==> src/rtl/nbf_pkg.sv <==
`timescale 1ns/1ps
package nbf_pkg;

  typedef enum logic [2:0] {
    OP_RESET    = 3'd0,
    OP_STANDBY  = 3'd1,
    OP_OUTDIS   = 3'd2,
    OP_READ     = 3'd3,
    OP_WRITE    = 3'd4,
    OP_CONFLICT = 3'd5
  } bus_op_e;

  typedef enum logic [1:0] {
    RM_ARRAY  = 2'd0,
    RM_CONFIG = 2'd1,
    RM_STATUS = 2'd2,
    RM_QUERY  = 2'd3
  } rd_mode_e;

  localparam logic [7:0] CODE_ARRAY  = 8'hFF;
  localparam logic [7:0] CODE_CONFIG = 8'h90;
  localparam logic [7:0] CODE_STATUS = 8'h70;
  localparam logic [7:0] CODE_QUERY  = 8'h98;

  // Pin levels to bus operation; reset outranks chip enable, which outranks the rest.
  function automatic bus_op_e classify_pins(input logic rst_n, input logic ce_n,
                                            input logic oe_n, input logic we_n);
    if (!rst_n)   return OP_RESET;
    if (ce_n)     return OP_STANDBY;
    if (oe_n)     return we_n ? OP_OUTDIS : OP_WRITE;
    return we_n ? OP_READ : OP_CONFLICT;
  endfunction

  // Mode selected by a command byte; unknown codes keep the present mode.
  function automatic rd_mode_e mode_after(input logic [7:0] code, input rd_mode_e cur);
    case (code)
      CODE_ARRAY:  return RM_ARRAY;
      CODE_CONFIG: return RM_CONFIG;
      CODE_STATUS: return RM_STATUS;
      CODE_QUERY:  return RM_QUERY;
      default:     return cur;
    endcase
  endfunction

endpackage

==> src/rtl/nbf_op_decode.sv <==
`timescale 1ns/1ps
module nbf_op_decode
  import nbf_pkg::*;
(
  input  logic    rst_n,
  input  logic    ce_n,
  input  logic    oe_n,
  input  logic    we_n,
  output bus_op_e op,
  output logic    rd_cycle,
  output logic    wr_cycle
);
  assign op       = classify_pins(rst_n, ce_n, oe_n, we_n);
  assign rd_cycle = (op == OP_READ);
  assign wr_cycle = (op == OP_WRITE);
endmodule

==> src/rtl/nbf_cmd_latch.sv <==
`timescale 1ns/1ps
module nbf_cmd_latch #(
  parameter int AW = 21,
  parameter int DW = 16
) (
  input  logic          clk,
  input  logic          rst_n,
  input  logic          wr_cycle,
  input  logic          we_n,
  input  logic          byte_mode,
  input  logic          wp,
  input  logic [AW-1:0] addr,
  input  logic [DW-1:0] din,
  output logic          strobe,
  output logic [AW-1:0] lat_addr,
  output logic [DW-1:0] lat_data,
  output logic          lat_wp
);
  localparam int LANES = DW / 8;

  logic          armed;
  logic [DW-1:0] din_kept;

  for (genvar g = 0; g < LANES; g++) begin : g_lane
    if (g == 0) begin : g_low
      assign din_kept[7:0] = din[7:0];
    end else begin : g_high
      assign din_kept[g*8 +: 8] = byte_mode ? 8'h00 : din[g*8 +: 8];
    end
  end

  always_ff @(posedge clk or negedge rst_n) begin
    if (!rst_n) begin
      armed    <= 1'b0;
      lat_addr <= '0;
      lat_data <= '0;
      lat_wp   <= 1'b0;
    end else begin
      armed <= wr_cycle;
      if (wr_cycle) begin
        lat_addr <= addr;
        lat_data <= din_kept;
        lat_wp   <= wp;
      end
    end
  end

  // Rising edge of write enable that ends a clean write cycle.
  assign strobe = armed && we_n && rst_n;

  assert_one_cycle_cmd_R5: assert property (@(posedge clk) disable iff (!rst_n)
    strobe |=> !strobe);
endmodule

==> src/rtl/nbf_mode_reg.sv <==
`timescale 1ns/1ps
module nbf_mode_reg
  import nbf_pkg::*;
(
  input  logic       clk,
  input  logic       rst_n,
  input  logic       load,
  input  logic [7:0] code,
  output rd_mode_e   mode
);
  always_ff @(posedge clk or negedge rst_n) begin
    if (!rst_n)    mode <= RM_ARRAY;
    else if (load) mode <= mode_after(code, mode);
  end

  assert_mode_hold_R7: assert property (@(posedge clk) disable iff (!rst_n)
    !load |=> $stable(mode));
endmodule

==> src/rtl/nor_bus_front.sv <==
`timescale 1ns/1ps
module nor_bus_front
  import nbf_pkg::*;
#(
  parameter int AW = 21,
  parameter int DW = 16
) (
  input  logic                clk,
  input  logic                rst_n_pin,
  input  logic                ce_n,
  input  logic                oe_n,
  input  logic                we_n,
  input  logic                wp,
  input  logic                byte_mode,
  input  logic [AW-1:0]       addr,
  input  logic [DW-1:0]       dq_in,
  output logic [DW-1:0]       dq_out,
  output logic [DW/8-1:0]     dq_oe,
  input  logic [DW-1:0]       array_data,
  input  logic [DW-1:0]       config_data,
  input  logic [DW-1:0]       status_data,
  input  logic [DW-1:0]       query_data,
  input  logic                busy,
  output logic [2:0]          bus_op,
  output logic [1:0]          read_mode,
  output logic                cmd_valid,
  output logic [AW-1:0]       cmd_addr,
  output logic [DW-1:0]       cmd_data,
  output logic                cmd_unlocked
);
  localparam int LANES = DW / 8;

  bus_op_e  op;
  rd_mode_e mode;
  logic     rd_cycle;
  logic     wr_cycle;

  nbf_op_decode u_decode (
    .rst_n(rst_n_pin), .ce_n(ce_n), .oe_n(oe_n), .we_n(we_n),
    .op(op), .rd_cycle(rd_cycle), .wr_cycle(wr_cycle)
  );

  nbf_cmd_latch #(.AW(AW), .DW(DW)) u_latch (
    .clk(clk), .rst_n(rst_n_pin), .wr_cycle(wr_cycle), .we_n(we_n),
    .byte_mode(byte_mode), .wp(wp), .addr(addr), .din(dq_in),
    .strobe(cmd_valid), .lat_addr(cmd_addr), .lat_data(cmd_data),
    .lat_wp(cmd_unlocked)
  );

  nbf_mode_reg u_mode (
    .clk(clk), .rst_n(rst_n_pin), .load(cmd_valid), .code(cmd_data[7:0]),
    .mode(mode)
  );

  // Read source: status overrides the stored mode while the engine works.
  always_comb begin
    if (busy) dq_out = status_data;
    else begin
      case (mode)
        RM_ARRAY:  dq_out = array_data;
        RM_CONFIG: dq_out = config_data;
        RM_STATUS: dq_out = status_data;
        default:   dq_out = query_data;
      endcase
    end
  end

  for (genvar g = 0; g < LANES; g++) begin : g_oe
    if (g == 0) begin : g_low
      assign dq_oe[g] = rd_cycle;
    end else begin : g_high
      assign dq_oe[g] = rd_cycle && !byte_mode;
    end
  end

  assign bus_op    = op;
  assign read_mode = mode;

  assert_reset_quiet_R1: assert property (@(posedge clk)
    !rst_n_pin |-> (dq_oe == '0) && !cmd_valid);

  assert_standby_quiet_R2: assert property (@(posedge clk) disable iff (!rst_n_pin)
    ce_n |-> (dq_oe == '0));

  assert_busy_status_R8: assert property (@(posedge clk) disable iff (!rst_n_pin)
    (busy && dq_oe[0]) |-> (dq_out == status_data));
endmodule

==> config.mk <==
export PLATFORM = sky130hd
export DESIGN_NAME = nor_bus_front
export DESIGN_NICKNAME = d
export VERILOG_FILES = /design/src/rtl/nbf_pkg.sv /design/src/rtl/nbf_op_decode.sv /design/src/rtl/nbf_cmd_latch.sv /design/src/rtl/nbf_mode_reg.sv /design/src/rtl/nor_bus_front.sv
export SDC_FILE = /design/constraint.sdc
export NUM_CORES = 1
export LEC_CHECK = 0
export BUFFER_PORTS_ARGS = -buffer_cell sky130_fd_sc_hd__buf_4
export CAP_MARGIN = 20
export CORE_MARGIN = 4
export CORE_UTILIZATION = 30
export CTS_CLUSTER_DIAMETER = 200
export DETAILED_ROUTE_END_ITERATION = 12
export PLACE_DENSITY = 0.63
export RECOVER_POWER = 100
export SKIP_LAST_GASP = 1
export SYNTH_ARGS = -nofsm -noshare
export SYNTH_HDL_FRONTEND = slang
export SYNTH_HIERARCHICAL = 1
export SYNTH_SLANG_ARGS = --single-unit
==> constraint.sdc <==
create_clock -name clk -period 1.75 [get_ports clk]
set_input_delay 0.35 -clock clk [delete_from_list [all_inputs] [get_ports clk]]
set_output_delay 0.35 -clock clk [all_outputs]
set_load 0.02 [all_outputs]
==> results.txt, run 1 <==
Mapped Area = 2552 um^2
synthesis warning total = 6
P_leak = 1.950 nW
first-pass GRT wire length = 12,900 um
path type of the worst setup path = reg -> out
WHS = 0.2767 ns
Area after DPL = 3976 um^2
Slew @ Worst Pin = 0.6445 ns
VDD IR max = 0.0005497 V
Synth Area per Inst = 11.82 um^2
fraction of registers with async set/reset = 100.0%
final setup TNS = -3.296 ns
Vias = 2,432
violated checks = negative setup slack
critical path arrival = 1.64 ns
fin crit period = 1.985 ns
design area = 4128 um^2
Die X = 100.2 um
final hold vios = 0
Max Clock Freq = 503.7 MHz
RSZ-0062 raised after global routing = true
largest net degree at the start of global routing = 35
Synth cell types = 32
clock tree root buffer cell = clkbuf_8
CTS tree = built
critical path capture point type = output port
post-route ant nets = 0
max-slew violations = 0
All-Layer GR Usage = 16.02%
vias in the first global route = 2,591
Residual DRC = 0
WL/cell = 16.43 um
num rows = 33
syn nets = 325
area delta synth->final = 61.72%
Worst-Skew Late Latency = 0.28 ns
Power, Total = 3.272 mW
Post-Route WL = 8279 um
layout cell share with drive strength beyond 1 = 56.64%
Ant. Diodes = 0
starting density of the core = 30.91%
clock skew = 0.003612 ns
Iteration-0 DRC Markers = 37
Slew Limit Headroom = 57.04%
sequential share of the synthesized area = 40.20%
Pwr Density = 792.7 nW/um^2
Max Cap Viol = 0
CTS max path bufs = 2
Clock Pin Slew Worst Setup and Hold Paths = 0.07 ns
IO Count = 171
pre-CTS setup slack = -0.1138 ns
status = finished, violations left
die height = 100.2 um
Num CTS Buffers = 5
Detailed Place HPWL = 6354 um
initial antenna violation count = 0
Synth Flop Type = dfrtp_1
crit-path max FO = 6
post-route setup slack = -0.2353 ns
Post-Place Cells = 487
Required @ worst endpoint = 1.40 ns
number of enable flip-flop cells after synthesis = 0
Vias per Instance = 4.825
final core occ = 49.98%
Finished Layout Cells = 504
flops & latches, synth = 41
router iterations before antenna repair = 4
post-synthesis cell count = 216
I/O Buffers = 170
final setup violation count = 16
Tcrit/Tclk final = 113.4%
gr ovfl total = 0
Final Net Count = 507
area of the die = 10,050 um^2
GP Congestion = 0.7842
min-delay worst type = in -> reg
Num Clock Sinks = 41
CTS H-tree depth = 2
core area = 8258 um^2
Worst Setup Start Kind = flop
[cell usage in the layout, fill, tap and decap left out, types with 7 or more instances in the layout]
cell / synthesis / routed
buf_4: 2 / 125
clkbuf_1: 2 / 45
dfrtp_1: 41 / 40
mux2_4: 38 / 34
nor2b_1: 17 / 17
a22oi_2: 1 / 16
a21oi_1: 16 / 16
inv_1: 12 / 12
buf_6: 6 / 12
o21ai_2: 0 / 10
o21ai_0: 12 / 9
nand3b_1: 8 / 8
mux2_1: 0 / 7
[report_power, final]
part | internal (mW) | switching, mW | total (mW)
clock network | 0.465 | 0.319 | 0.785
logic | 0.586 | 0.624 | 1.21
registers | 1.14 | 0.141 | 1.28
[registers in the layout (all words and copies together), names as in the netlist]
register and flops:
u_mode/mode 2, u_latch/lat_data 16, u_latch/armed 1, u_latch/lat_addr 21, u_latch/lat_wp 1
[Yosys cell counts, types with 2 or more instances]
master    instances  area [um^2]
a21oi_1          16        80.08
nand3b_1          8        60.06
o21ai_1          13        65.06
dfrtp_1          41         1026
buf_2             4        20.02
mux2_2            9        101.4
nor3b_2           2        25.02
nand3_1           2        10.01
mux2_4           38        570.6
o21ai_0          12        60.06
a22oi_1          15        112.6
nor2b_1          17        106.4
nand2_1           2        7.510
inv_1            12        45.04
buf_4             2        15.01
buf_6             6        67.56
clkbuf_1          2        7.510
[layout make-up]
cell class                      count  area [um^2]
Fill cell                         819         4130
Multi-Input combinational cell    148         1429
Timing Repair Buffer              190         1379
Sequential cell                    41         1027
Tap cell                          105        131.4
Clock buffer                        7        86.33
Inverter                           12        45.04
Clock inverter                      1        30.03
[cell families (layout without fill, tap and decap cells)]
group                  after synthesis  after routing  share of synthesized area [%]
buffers and inverters               27            210                          6.862
AO/OA/AOI/OAI                       61             61                          14.56
multiplexers                        47             47                          26.32
flip-flops                          41             41                          40.20
AND/OR/NAND/NOR                     40             40                          12.06
[critical path, stage by stage, from the launching register on]
cell and delay, ns:
dfrtp_2 0.48, clkbuf_16 0.19, mux2_4 0.30, a22oi_2 0.13, o21ai_1 0.08, buf_4 0.16
[per-layer routing]
layer  track usage (%)  vias to the layer above  part of all wire (%)
li1                  -                     1137                     -
met1             18.78                     1144                    39
met2             28.03                      142                    47
met3             5.768                        9                    12
met4             3.523                        0                   1.2
met5                 0                        -                     0
[final timing paths]
path                                             startpoint                          endpoint  slack, ns  cells past startpoint
max                              u_mode/mode[0]$_DFFE_PN0P_                         dq_out[3]      -0.24                      5
min reg2reg                u_latch/lat_addr[18]$_DFFE_PN0P_  u_latch/lat_addr[18]$_DFFE_PN0P_       0.51                      1
min in group asynchronous                         rst_n_pin   u_latch/lat_data[0]$_DFFE_PN0P_       0.32                      2
min                                                dq_in[2]   u_latch/lat_data[2]$_DFFE_PN0P_       0.28                      2
max reg2reg                 u_latch/lat_data[1]$_DFFE_PN0P_        u_mode/mode[1]$_DFFE_PN0P_       0.04                      4
max in group asynchronous                         rst_n_pin  u_latch/lat_addr[17]$_DFFE_PN0P_       0.91                      2
[repair_timing]
item                       in CTS  in global routing
resized for setup              31                  7
cloned                          2                  0
hold buffers                    1                  0
hold endpoints to repair        4                  0
setup buffers                   4                  2
pin swaps                      13                  4
setup endpoints to repair      16                 16
(Power assumes the default switching activity.)
==> run 2: changes to the inputs <==
--- a/config.mk
+++ b/config.mk
@@ -12,7 +12,6 @@
 export CTS_CLUSTER_DIAMETER = 200
 export DETAILED_ROUTE_END_ITERATION = 12
 export PLACE_DENSITY = 0.63
-export RECOVER_POWER = 100
 export SKIP_LAST_GASP = 1
 export SYNTH_ARGS = -nofsm -noshare
 export SYNTH_HDL_FRONTEND = slang
==> run 2 against run 1 <==
  * The run still ends with negative setup slack left
  * Global-route usage is the same
  * Clock power is essentially flat
  * Cell area grew 5.8%
  * Via count is essentially flat
  * Largest cell class is now non-clock buffers
  * Largest power group is now combinational cells
==> results.txt, run 2 (synthesis results as in run 1) <==
status = finished, violations left
violated checks = negative setup slack
Slew Limit Headroom = 77.86% (+21 points)
crit-path max FO = 6 (unchanged)
area of the die = 10,050 um^2 (unchanged)
Final Net Count = 507 (unchanged)
max incr delay on CP = 0.49 ns (about the same)
router iterations before antenna repair = 4 (unchanged)
Top delay family on crit path = flip-flops
slowest CP cell = dfrtp_2
Vias per Instance = 4.821 (about the same)
largest net degree at the start of global routing = 35 (unchanged)
final setup violation count = 16 (unchanged)
path type of the worst setup path = reg -> out
VDD IR max = 0.0005948 V (+8.2%)
post-route setup slack = -0.2359 ns (-0.0006320 ns)
num rows = 33 (unchanged)
crit-path cells = clkbuf_16, mux2_4, a22oi_2, o21ai_1, buf_4
Pwr Density = 799.6 nW/um^2 (+0.87%)
Post-Route WL = 8297 um (+0.22%)
clock tree root buffer cell = clkbuf_8
Residual DRC = 0 (unchanged)
most frequent cells in the layout = buf_4 (171), mux2_4 (41), dfrtp_1 (40)
final hold vios = 0 (unchanged)
core area = 8258 um^2 (unchanged)
Worst Setup Start Kind = flop
starting density of the core = 30.91% (unchanged)
CTS tree = built
fin crit period = 1.986 ns (+0.0006320 ns)
Worst-Skew Late Latency = 0.28 ns (about the same)
clock skew = 0.003168 ns (-0.0004434 ns)
Die X = 100.2 um (unchanged)
max reg flops = 21 (unchanged)
WHS = 0.02824 ns (-0.2484 ns)
min-delay worst type = in -> async
Detailed Place HPWL = 6354 um (unchanged)
Max Cap Viol = 0 (unchanged)
Ant. Diodes = 0 (unchanged)
vias in the first global route = 2,591 (unchanged)
critical path capture point type = output port
final setup TNS = -3.306 ns (-0.01013 ns)
Critical path buffers and inverters = 2 (unchanged)
WL/cell = 16.46 um (+0.22%)
P_leak = 2.148 nW (+10%)
gr ovfl total = 0 (unchanged)
commonest non-fill, non-tap cell in the layout = buf_4
RSZ-0062 raised after global routing = true
biggest regs = u_latch/lat_addr x21, u_latch/lat_data x16, u_mode/mode x2
Slew @ Worst Pin = 0.3321 ns (-0.3123 ns)
Finished Layout Cells = 504 (unchanged)
final core occ = 52.86% (+2.9 points)
initial antenna violation count = 0 (unchanged)
Iteration-0 DRC Markers = 47 (+27%)
area delta synth->final = 71.03%
Top reg by flops = u_latch/lat_addr
IO Count = 171 (unchanged)
layout cell share with drive strength beyond 1 = 70.43% (+14 points)
critical path arrival = 1.64 ns (about the same)
Clock Pin Slew Worst Setup and Hold Paths = 0.08 ns (about the same)
first-pass GRT wire length = 12,900 um (unchanged)
Power, Total = 3.491 mW (+6.7%)
Tcrit/Tclk final = 113.5% (about the same)
Num CTS Buffers = 5 (unchanged)
Vias = 2,430 (-0.082%)
Max Clock Freq = 503.5 MHz (about the same)
Required @ worst endpoint = 1.40 ns (about the same)
die height = 100.2 um (unchanged)
post-route ant nets = 0 (unchanged)
CTS H-tree depth = 2 (unchanged)
max-slew violations = 0 (unchanged)
GP Congestion = 0.7842 (unchanged)
Num Clock Sinks = 41 (unchanged)
Post-Place Cells = 487 (unchanged)
I/O Buffers = 170 (unchanged)
All-Layer GR Usage = 16.02% (unchanged)
CTS max path bufs = 2 (unchanged)
## run 2: cell count changes in the layout (fill, tap and decap cells not counted), moves of 2 or more
cell / before / now
clkbuf_1: 45 / 1
clkbuf_2: 2 / 0
buf_4: 125 / 171
mux2_4: 34 / 41
mux2_1: 7 / 0
## run 2: final cells by class
type / count / area (um^2)
fillers: 756 / 3892
repair buffers: 190 / 1562
multi-input cells: 148 / 1484
flip-flops and latches: 41 / 1027
well taps: 105 / 131.4
clock buffers: 7 / 86.33
inverters: 12 / 45.04
clock inverters: 1 / 30.03
## run 2: final timing paths
check	from	to	slack (ns)	depth (start not counted)
max in group asynchronous	rst_n_pin	u_latch/lat_addr[17]$_DFFE_PN0P_	1.07	2
min in group clk	addr[0]	u_latch/lat_addr[0]$_DFFE_PN0P_	0.29	2
hold reg to reg	u_latch/lat_addr[4]$_DFFE_PN0P_	u_latch/lat_addr[4]$_DFFE_PN0P_	0.52	1
hold / removal	rst_n_pin	u_latch/lat_data[0]$_DFFE_PN0P_	0.03	2
setup / recovery	u_mode/mode[0]$_DFFE_PN0P_	dq_out[3]	-0.24	5
setup reg to reg	u_latch/lat_data[2]$_DFFE_PN0P_	u_mode/mode[1]$_DFFE_PN0P_	0.29	4
## run 2: layer usage
layer | track usage (%) | wire length, um | vias to the layer above
met5 | 0 | 0 | -
met1 | 18.78 | 3280 | 1145
met3 | 5.768 | 1009 | 9
met4 | 3.523 | 103 | 0
li1 | - | - | 1134
met2 | 28.03 | 3904 | 142
## run 2: worst reg2reg max path, cell delays in order, from the launching register on
cell	delay (ns)
dfrtp_1	0.44
nor4b_4	0.35
o211ai_2	0.13
o31ai_2	0.10
mux2_4	0.33
## run 2: timing repair
action	4_1_cts	5_1_grt
endpoints found under the setup margin	16	16
pin swaps	13	4
hold endpoints to repair	4	0
gates resized for setup	31	7
buffers inserted	4	2
hold buffers	1	0
cloned	2	0
## run 2: where the power goes
| part | leakage (nW) | internal [mW] | switching, mW |
|---|---|---|---|
| clock network | 0.0585 | 0.465 | 0.320 |
| registers | 0.498 | 1.14 | 0.157 |
| logic | 1.59 | 0.785 | 0.626 |
## run 2: stage by stage
step / cell area, um^2 / setup WS [ns]
floorplan: 2590 / -0.01267
global placement: 3976 / -0.09540
detailed placement: 3976 / -0.1138
CTS: 4312 / -0.2742
global route: 4365 / -0.3185
finish: 4365 / -0.2359
==> run 3: changes to the inputs <==
--- a/config.mk
+++ b/config.mk
@@ -7,11 +7,13 @@
 export LEC_CHECK = 0
 export BUFFER_PORTS_ARGS = -buffer_cell sky130_fd_sc_hd__buf_4
 export CAP_MARGIN = 20
+export CELL_PAD_IN_SITES_DETAIL_PLACEMENT = 0
+export CELL_PAD_IN_SITES_GLOBAL_PLACEMENT = 1
 export CORE_MARGIN = 4
 export CORE_UTILIZATION = 30
 export CTS_CLUSTER_DIAMETER = 200
 export DETAILED_ROUTE_END_ITERATION = 12
-export PLACE_DENSITY = 0.63
+export PLACE_DENSITY = 0.81
 export SKIP_LAST_GASP = 1
 export SYNTH_ARGS = -nofsm -noshare
 export SYNTH_HDL_FRONTEND = slang
==> run 3 against run 2 <==
  * The run still ends with negative setup slack left
  * Global-route usage shrank 0.43 points
  * Largest power group unchanged
  * Clock skew shrank 0.0027 ns
  * Sequential share of layout area grew 0.52 points
  * Combinational power is essentially flat
  * Sequential power is essentially flat
  * Via count shrank 1.3%
  * Largest cell class is now multi-input gates
  * Die area is the same
  * Clock power grew 17%
==> results.txt, run 3 (synthesis results as in run 1) <==
status = finished, violations left
violated checks = negative setup slack
Clock Pin Slew Worst Setup and Hold Paths = 0.09 ns (about the same)
vias in the first global route = 2,555 (-1.4%)
Vias = 2,398 (-1.3%)
Post-Route WL = 8121 um (-2.1%)
commonest non-fill, non-tap cell in the layout = buf_4
post-route ant nets = 0 (unchanged)
Vias per Instance = 4.796 (-0.53%)
Max Cap Viol = 0 (unchanged)
CTS max path bufs = 2 (unchanged)
Worst-Skew Late Latency = 0.29 ns (about the same)
clock skew = 0.0004393 ns (-0.002729 ns)
Top reg by flops = u_latch/lat_addr
min-delay worst type = in -> async
num rows = 33 (unchanged)
max reg flops = 21 (unchanged)
critical path arrival = 1.66 ns (+0.02 ns)
GP Congestion = 0.8160 (+4.1%)
Pwr Density = 841.8 nW/um^2 (+5.3%)
CP startpoint = u_mode/mode[0]$_DFFE_PN0P_
WL/cell = 16.24 um (-1.3%)
initial antenna violation count = 0 (unchanged)
core area = 8258 um^2 (unchanged)
Worst Setup Start Kind = flop
Die X = 100.2 um (unchanged)
crit-path max FO = 10 (+4)
max-slew violations = 0 (unchanged)
WHS = 0.09276 ns (+0.06452 ns)
Reg area = 1027 um^2 (unchanged)
starting density of the core = 30.91% (unchanged)
Clock Power Share = 25.7% (+3.2 points)
All-Layer GR Usage = 15.59% (-0.43 points)
RSZ-0062 raised after global routing = true
Switch Pwr = 1.123 mW (+1.7%)
Reg-to-Reg End = u_mode/mode[1]$_DFFE_PN0P_
final setup violation count = 16 (unchanged)
router iterations before antenna repair = 4 (unchanged)
Switching Share = 31.23% (-0.38 points)
area taken by multi-input logic gates = 1468 um^2 (-1.1%)
Fillers = 735 (-2.8%)
Final Net Count = 503 (-0.79%)
fin crit period = 2.013 ns (+0.02731 ns)
post-route setup slack = -0.2633 ns (-0.02731 ns)
Ant. Diodes = 0 (unchanged)
layout cell share with drive strength beyond 1 = 69.62% (-0.81 points)
reg-to-reg startpoint = u_latch/lat_data[2]$_DFFE_PN0P_
FF-to-FF path depth = 4 (unchanged)
die height = 100.2 um (unchanged)
critical path capture point type = output port
CTS tree = built
path type of the worst setup path = reg -> out
Seq pwr share = 36.0% (-1.1 points)
Detailed Place HPWL = 6329 um (-0.38%)
Num Clock Sinks = 41 (unchanged)
P_leak = 2.103 nW (-2.1%)
CTS H-tree depth = 2 (unchanged)
Required @ worst endpoint = 1.40 ns (about the same)
Num CTS Buffers = 5 (unchanged)
clock tree root buffer cell = clkbuf_8
first-pass GRT wire length = 12,740 um (-1.3%)
IO Count = 171 (unchanged)
area of the die = 10,050 um^2 (unchanged)
Tcrit/Tclk final = 115.0% (+1.6 points)
biggest regs = u_latch/lat_addr x21, u_latch/lat_data x16, u_mode/mode x2
Max Clock Freq = 496.7 MHz (-1.4%)
Slew Limit Headroom = 75.26% (-2.6 points)
VDD IR max = 0.0007575 V (+27%)
internal power = 2.472 mW (+3.6%)
Slew @ Worst Pin = 0.3711 ns (+0.03897 ns)
area delta synth->final = 67.30%
Residual DRC = 0 (unchanged)
final hold vios = 0 (unchanged)
I/O Buffers = 170 (unchanged)
Comb pwr share = 38.3% (-2.1 points)
largest net degree at the start of global routing = 37 (+5.7%)
r2r setup slk = 0.26 ns (-0.03 ns)
Iteration-0 DRC Markers = 21 (-55%)
most frequent cells in the layout = buf_4 (176), mux2_4 (40), dfrtp_1 (40)
gr ovfl total = 0 (unchanged)
final core occ = 51.71% (-1.2 points)
[run 3: metrics by stage]
step | power, mW | TNS (ns) | cell area (um^2) | cells | setup slack (ns)
3_3_place_gp | 2.635 | -0.7333 | 3996 | 488 | -0.07493
5_1_grt | 3.775 | -4.645 | 4270 | 500 | -0.3242
2_1_floorplan | 1.981 | -0.03711 | 2590 | 216 | -0.01267
6_report | 3.595 | -3.500 | 4270 | 500 | -0.2633
3_5_place_dp | 2.661 | -1.778 | 3996 | 488 | -0.1505
4_1_cts | 3.633 | -3.633 | 4280 | 501 | -0.2527
[run 3: cell type report]
type,instances,area share (%)
sequential,41,24.06
timing repair buffer,186,34.22
tap,105,3.076
clock inverter,3,1.611
clock buffer,5,1.611
multi-input combinational,148,34.37
inverter,12,1.055
[run 3: repair_timing]
action	CTS	global route
gates resized for setup	18	5
pin swaps	2	2
hold buffers	1	0
hold endpoints to repair	11	0
endpoints found under the setup margin	16	16
gates cloned	2	0
buffers inserted	2	0
[run 3: worst max-delay path by stage]
stage                            end  depth (start not counted)
after floorplan           dq_out[15]                          4
after global placement    dq_out[15]                          5
after detailed placement   dq_out[1]                          4
after CTS                  dq_out[3]                          5
after global routing      dq_out[10]                          5
final                      dq_out[5]                          5
[run 3: layer usage]
layer	track usage, %	vias up	wire length [um]
li1	-	1128	-
met1	18.32	1124	3161
met2	26.71	139	3770
met3	6.046	7	1097
met4	3.834	0	92
met5	0	-	0
[run 3: power groups by stage]
stage               registers, mW  logic, mW  clock network [mW]
floorplan                    1.51      0.467                   0
global placement             1.30       1.33                   0
detailed placement           1.31       1.36                   0
CTS                          1.30       1.39               0.943
global route                 1.32       1.47               0.981
finish                       1.30       1.38               0.923
[run 3: worst max-delay path: stages (launching register included)]
cell and delay, ns:
dfrtp_2 0.47, buf_12 0.17, mux2_4 0.31, a22oi_2 0.18, o21ai_2 0.07, buf_4 0.16
